==> config.mk <==
export PLATFORM = sky130hd
export DESIGN_NAME = serial_seg_driver
export DESIGN_NICKNAME = d
export VERILOG_FILES = /design/src/rtl/ssd_pkg.sv /design/src/rtl/ssd_edge_det.sv /design/src/rtl/ssd_shift_chain.sv /design/src/rtl/ssd_latch_bank.sv /design/src/rtl/ssd_out_gate.sv /design/src/rtl/serial_seg_driver.sv
export SDC_FILE = /design/constraint.sdc
export NUM_CORES = 1
export LEC_CHECK = 0
export BUFFER_PORTS_ARGS = -buffer_cell sky130_fd_sc_hd__buf_4
export CAP_MARGIN = 10
export CORE_ASPECT_RATIO = 0.9
export CORE_MARGIN = 5
export CORE_UTILIZATION = 54
export CTS_CLUSTER_SIZE = 12
export DETAILED_ROUTE_END_ITERATION = 10
export PLACE_DENSITY = 0.77
export SLEW_MARGIN = 20
export SYNTH_ARGS = -nofsm -noshare
export SYNTH_HDL_FRONTEND = slang
export SYNTH_HIERARCHICAL = 1
export SYNTH_SLANG_ARGS = --single-unit
==> constraint.sdc <==
create_clock -name clk -period 1.9 [get_ports clk]
set_clock_uncertainty 0.2 [all_clocks]
set_input_delay 0.38 -clock clk [delete_from_list [all_inputs] [get_ports clk]]
set_output_delay 0.38 -clock clk [all_outputs]
set_load 0.05 [all_outputs]
==> src/rtl/ssd_pkg.sv <==
package ssd_pkg;
  localparam int DEF_STAGES = 60;

  typedef enum logic [1:0] {
    MODE_PASS  = 2'd0,
    MODE_ALLON = 2'd1,
    MODE_BLANK = 2'd2
  } out_mode_e;

  // blanking outranks the all-on test
  function automatic out_mode_e pick_mode(input logic blank_n, input logic lamp_test);
    if (!blank_n)       return MODE_BLANK;
    else if (lamp_test) return MODE_ALLON;
    else                return MODE_PASS;
  endfunction
endpackage

==> src/rtl/ssd_edge_det.sv <==
module ssd_edge_det #(
  parameter logic RST_LVL = 1'b1
) (
  input  logic clk,
  input  logic rst_n,
  input  logic lvl,
  output logic rise
);
  logic lvl_q;

  always_ff @(posedge clk or negedge rst_n) begin
    if (!rst_n) lvl_q <= RST_LVL;
    else        lvl_q <= lvl;
  end

  assign rise = lvl & ~lvl_q;
endmodule

==> src/rtl/ssd_shift_chain.sv <==
module ssd_shift_chain #(
  parameter int N = 60
) (
  input  logic         clk,
  input  logic         rst_n,
  input  logic         sclk_lvl,
  input  logic         ser_in,
  input  logic         adv,
  input  logic         clr,
  output logic [N-1:0] stages
);
  logic hold_bit;

  // capture the serial bit only while the shift clock is low
  always_ff @(posedge clk or negedge rst_n) begin
    if (!rst_n)         hold_bit <= 1'b0;
    else if (!sclk_lvl) hold_bit <= ser_in;
  end

  for (genvar s = 0; s < N; s++) begin : g_stage
    logic src;
    if (s == 0) begin : g_head
      assign src = hold_bit;
    end else begin : g_body
      assign src = stages[s-1];
    end
    always_ff @(posedge clk or negedge rst_n) begin
      if (!rst_n)   stages[s] <= 1'b0;
      else if (clr) stages[s] <= 1'b0;
      else if (adv) stages[s] <= src;
    end
  end
endmodule

==> src/rtl/ssd_latch_bank.sv <==
module ssd_latch_bank #(
  parameter int N = 60
) (
  input  logic         clk,
  input  logic         rst_n,
  input  logic         load,
  input  logic         clr,
  input  logic [N-1:0] d,
  output logic [N-1:0] q
);
  always_ff @(posedge clk or negedge rst_n) begin
    if (!rst_n)    q <= '0;
    else if (clr)  q <= '0;
    else if (load) q <= d;
  end
endmodule

==> src/rtl/ssd_out_gate.sv <==
module ssd_out_gate
  import ssd_pkg::*;
#(
  parameter int N = 60
) (
  input  out_mode_e    mode,
  input  logic [N-1:0] q,
  output logic [N-1:0] seg
);
  for (genvar i = 0; i < N; i++) begin : g_seg
    always_comb begin
      unique case (mode)
        MODE_BLANK: seg[i] = 1'b0;
        MODE_ALLON: seg[i] = 1'b1;
        default:    seg[i] = q[i];
      endcase
    end
  end
endmodule

==> src/rtl/serial_seg_driver.sv <==
module serial_seg_driver
  import ssd_pkg::*;
#(
  parameter int N = DEF_STAGES
) (
  input  logic         clk,
  input  logic         rst_n,
  input  logic         shift_clk,
  input  logic         ser_in,
  input  logic         strobe,
  input  logic         blank_n,
  input  logic         lamp_test,
  output logic         ser_out,
  output logic [N-1:0] seg_out
);
  localparam int LAST = N - 1;

  logic         sclk_rise;
  logic         strb_rise;
  logic         wipe;
  logic         adv;
  logic [N-1:0] stages;
  logic [N-1:0] latch_q;
  out_mode_e    mode;

  // reset level 1: a line already high at release is not an edge
  ssd_edge_det #(.RST_LVL(1'b1)) u_sclk_edge (
    .clk(clk), .rst_n(rst_n), .lvl(shift_clk), .rise(sclk_rise)
  );
  ssd_edge_det #(.RST_LVL(1'b1)) u_strb_edge (
    .clk(clk), .rst_n(rst_n), .lvl(strobe), .rise(strb_rise)
  );

  assign wipe = sclk_rise & strobe;
  assign adv  = sclk_rise & ~strobe;

  ssd_shift_chain #(.N(N)) u_chain (
    .clk(clk), .rst_n(rst_n), .sclk_lvl(shift_clk), .ser_in(ser_in),
    .adv(adv), .clr(wipe), .stages(stages)
  );

  ssd_latch_bank #(.N(N)) u_latch (
    .clk(clk), .rst_n(rst_n), .load(strb_rise), .clr(wipe),
    .d(stages), .q(latch_q)
  );

  assign mode = pick_mode(blank_n, lamp_test);

  ssd_out_gate #(.N(N)) u_gate (
    .mode(mode), .q(latch_q), .seg(seg_out)
  );

  assign ser_out = stages[LAST];
endmodule

# Word level (Yosys, flattened, before mapping)
# Cells that the tools add are included.
# totals
elab_cells,259
in_bits,7
ff_bits,123
output_inout_bits,61
# classes
reduce_logical,2
eq_ne,2
n_mux,184
bitwise_logic,7
# ops
cell,n
two-way mux 1 bit,121
two-way mux 60 bit,2
case mux 1 bit (2 select lines),60
AND 1 bit,4
nonzero test 2 bit,2
inverter 1 bit,3
"equality test 2 x 1 -> 1 bit, second input constant",1
"equality test 2 bit, second input constant",1
two-way mux 2 bit,1

# Logic depth before layout (Yosys ltp)
# logic_depth
word_depth,5
ltp_mapped,6
mapped_depth_nobuf,4

# Modules after synthesis
# The synthesis kept the hierarchy.
# modules_own_cells
mod,area_per_inst_um2,instances,seq_area_each_um2,cells_each
ssd_shift_chain,2941.6,1,1526.5,255
ssd_latch_bank,2462.4,1,1501.4,194
ssd_out_gate,1078.5,1,0.0,75
ssd_edge_det,40.0,2,26.3,2
serial_seg_driver,26.3,1,0.0,4

# Worst setup path after synthesis
# Ideal clock, no wire load.
# synth_path
path_kind,in2out
startpoint,in lamp_test
endpoint,out seg_out[0]
t_required_ns,1.320
path_buffers,2
setup_slack_ns,-0.171
arrival_ns,1.491
path_stages,5
path_cell_list,and2_1 > ha_1 > buf_6 > buf_12 > mux2_4
# synth_via
elab_chain_cells,4
elab_cells_between_ends,5
cone_classes,2 x eq/ne; 3 x mux
# synth_rtl
element,line,text
start: declaration,serial_seg_driver.sv:12,"input logic lamp_test,"
two-way mux 1 bit (*),ssd_pkg.sv:13,else if (lamp_test) return MODE_ALLON;
two-way mux 2 bit (*),ssd_pkg.sv:12,if (!blank_n) return MODE_BLANK;
equality test 2 x 1 -> 1 bit / equality test 2 bit (equally long branches),ssd_out_gate.sv:12,unique case (mode)
case mux 1 bit (2 select lines) (*),ssd_out_gate.sv:12,
end: declaration,serial_seg_driver.sv:14,output logic [N-1:0] seg_out
# Every way passes the cells marked *; elsewhere a longest branch is shown, timed or not.

# Worst setup path after layout
# layout_path
startpoint,in lamp_test
endpoint,out seg_out[54]
# layout_via
elab_chain_cells,4
elab_cells_between_ends,5
cone_classes,2 x eq/ne; 3 x mux
# layout_rtl
element,line,text
two-way mux 1 bit (*),ssd_pkg.sv:13,
two-way mux 2 bit (*),ssd_pkg.sv:12,
via mode[0],serial_seg_driver.sv:24,out_mode_e mode;
equality test 2 x 1 -> 1 bit / equality test 2 bit (equally long branches),ssd_out_gate.sv:12,
case mux 1 bit (2 select lines) (*),ssd_out_gate.sv:12,
# Mark *: on every way through the listed nets, which the timed path passes. The rest lies on a longest branch.

==> results.tsv <==
stage	metric	value	unit
power	leakage	3.84	nW
timing	max_slew_margin	71.9	%
power	swShare	23.2	%
finish	layout_commonest_cell	dfrtp_1	
floorplanning	io_pins	68	
floorplanning	die-width	126	um
critical_path	cp-start-kind	input pin	
critical_path	worstSetupStartpoint	lamp_test	
global_route	antenna_found_initial	0	
finish	design_area	0.00773	mm^2
floorplanning	initial_core_util	55.0	%
synthesis	synth.yosys.seq_area_share	46.8	%
clocking	cts_inserted_buffers	17	
finish	nets	546	
synthesis	synth_nets	540	
status	violations	negative setup slack	
critical_path	critPathMaxFanout	26	
flow_run	drv_cap	0	
timing	hold_viol_final	0	
synthesis	yosys.area.top_type_share	46.0	%
synthesis	synth-seq-cells	123	
critical_path	reg2reg_slack	350	ps
critical_path	path_class	in2out	
floorplanning	die_h	115	um
synthesis	syn_inst	532	
floorplanning	die_area	0.0145	mm^2
timing	fin_crit_sh	119	%
timing	finalSetupViolations	60	
timing	timing.fmax	443	MHz
power	powerDensity	922	mW/mm^2
timing	fin_crit	2260	ps
route	drt-total-wl	11.8	mm
synthesis	synthAdderAreaFrac	0.190	%
route	avgRoutedWirePerCell	16.6	um
synthesis	synth_area	0.00659	mm^2
critical_path	endpoint	seg_out[54]	
clocking	clock_sinks	123	
synthesis	synth_top_family_by_area	multiplexers	
critical_path	cpMaxStageDelayCell	mux2_4	
synthesis	synth_area_leaders	dfrtp_1 46%, mux2i_1 18%, mux2_4 14%	
min_path	hold_start	shift_clk	
critical_path	reg2reg_from	u_sclk_edge/lvl_q	
power	p_seq_share	37.4	%
global_route	grt-ovfl-total	0	
route	firstDrtPassIters	4	
critical_path	cp_common_cell	buf_6	
placed_design	dpl_cell_area	0.00664	mm^2
synthesis	synth_simple_gate_area_share	7.60	%
clocking	htreeDepth	4	
floorplanning	rows	38	
status	status	finished, violations left	
global_route	track_usage	16.6	%
synthesis	yosys-mux-area-fraction	32.1	%
placed_design	gp_congestion	0.749	
timing	maxSlewViolCount	0	
synthesis	synthDistinctLibCells	18	
power	p_comb_share	11.5	%
global_route	grt_pass1_vias	3874	
critical_path	worst_ep_required_time	1320	ps
global_route	grt_max_degree	66	
clocking	cts_tree	done	
power	switching_power	1.65	mW
synthesis	yosys.area.top_type	dfrtp_1	
route	remaining_drc_errors	0	
critical_path	max_stage_delay	330	ps
finish	areaGrowthSynthToFinish	17.3	%
synthesis	ys_warn_count	6	
placed_design	hpwl	6.89	mm
finish	num_antenna_cells	0	
timing	tightest_slew	422	ps
power	clkPwrFrac	51.1	%
critical_path	rr_worst_depth	5	
finish	drive_gt1_share	33.2	%
route	drt_iter0_drc	269	
timing	whs	98.2	ps
clocking	insertion_delay	400	ps
synthesis	synth_xor_area_share	0	%
finish	fillers	898	
placed_design	portBuffers	67	
power	finalPower	7.12	mW
clocking	clk_pin_slew	50	ps
min_path	timing.hold.worst.class	in2reg	
clocking	clk_path_buf_depth	2	
timing	layout_setup_ws	-358	ps
timing	rsz0062_at_grt	yes	
route	ant_nets	0	
finish	final_cell_mix	121 x dfrtp_1, 120 x mux2i_1, 120 x nor2_1	
route	viasPerCell	5.07	
global_route	grt_pass1_wl	19.5	mm
route	vias	3602	
critical_path	r2r-end	u_chain/g_stage[53].src	
critical_path	crit_path_cell_trace	buf_6 > and2_4 > ha_4 > buf_12 > mux2_4 > buf_6	
synthesis	postSynthAreaPerCell	12.4	um^2
power	intPower	5.47	mW
power	vdd_drop_max	0.000560	V
synthesis	synth_compound_area_share	0	%
clocking	root_buffer	clkbuf_16	
critical_path	endpoint_kind	primary output	
floorplanning	core	0.0120	mm^2
critical_path	arrival	1680	ps
## worst max-delay path: cells and delay by family
kind,cells,cell delay (ps)
simple gates,1,150
buf+inv,3,470
mux,1,330
fa+ha+maj,1,320
## state kept, by name (all words and copies together), names as in the netlist
name	flops
u_sclk_edge/lvl_q	1
u_latch/q	60
u_strb_edge/lvl_q	1
u_chain/g_stage.src	60
u_chain/stages	1
## final cells by class
| class | instances | area [um^2] | area share [%] |
|---|---|---|---|
| clock inverter | 14 | 245 | 3.17 |
| tap | 160 | 200 | 2.59 |
| inverter | 2 | 7.51 | 0.0972 |
| multi-input combinational | 307 | 2640 | 34.2 |
| clock buffer | 18 | 429 | 5.55 |
| timing repair buffer | 87 | 1120 | 14.5 |
| sequential | 123 | 3080 | 39.9 |
## what timing repair did
item,CTS,global route
setup endpoints to repair,60,62
endpoints found under the hold margin,124,0
buffers inserted,1,1
gates cloned,2,1
hold buffers,4,0
gates resized for setup,60,9
## worst min-delay path by stage
stage                     slack [ps]                      to  cells past startpoint
after CTS                        130           u_latch/q[11]                      2
after global routing              90       u_sclk_edge/lvl_q                      2
final                            100       u_sclk_edge/lvl_q                      2
after global placement            20           u_latch/q[11]                      1
after floorplan                 -120  u_chain/g_stage[0].src                      0
after detailed placement          20           u_latch/q[11]                      1
## power by group through the flow
stage               Clock (mW)  Sequential (mW)  Combinational, mW
floorplan                    0             2.70              0.618
finish                    3.64             2.66              0.822
CTS                       3.70             2.66              0.815
global placement             0             2.71              0.718
detailed placement           0             2.71              0.728
global route              3.83             2.66              0.868
## stage by stage
step | instances | TNS (ps) | setup slack [ps] | utilization, %
global placement | 670 | -21600 | -383 | 55.4
finish | 711 | -19600 | -358 | 64.5
detailed placement | 670 | -21820 | -396 | 55.4
global route | 711 | -21290 | -384 | 64.5
CTS | 709 | -19360 | -349 | 63.8
floorplan | 532 | -7730 | -129 | -
## routing by layer
| layer | vias to the layer above | GRT usage [%] | routed length (um) |
|---|---|---|---|
| met5 | - | 0 | 0 |
| met4 | 0 | 5.00 | 126 |
| met3 | 13 | 4.78 | 485 |
| met2 | 60 | 26.8 | 5730 |
| met1 | 1813 | 22.1 | 5450 |
| li1 | 1716 | - | - |
## logic make-up after synthesis
kind of cell               after synthesis
buffers and inverters                  102
and+or+nand+nor                        125
DFF                                    123
muxes                                  181
adders and majority gates                1
## synth_stat cells (all sizes together)
| cell | number |
|---|---|
| ha | 1 |
| inv | 2 |
| nor2 | 120 |
| mux2 | 61 |
| dfstp | 2 |
| dfrtp | 121 |
| buf | 100 |
| nor2b | 2 |
| mux2i | 120 |
| and2b | 1 |
| and2 | 2 |
Note: power is estimated with default switching activity, not from simulation.
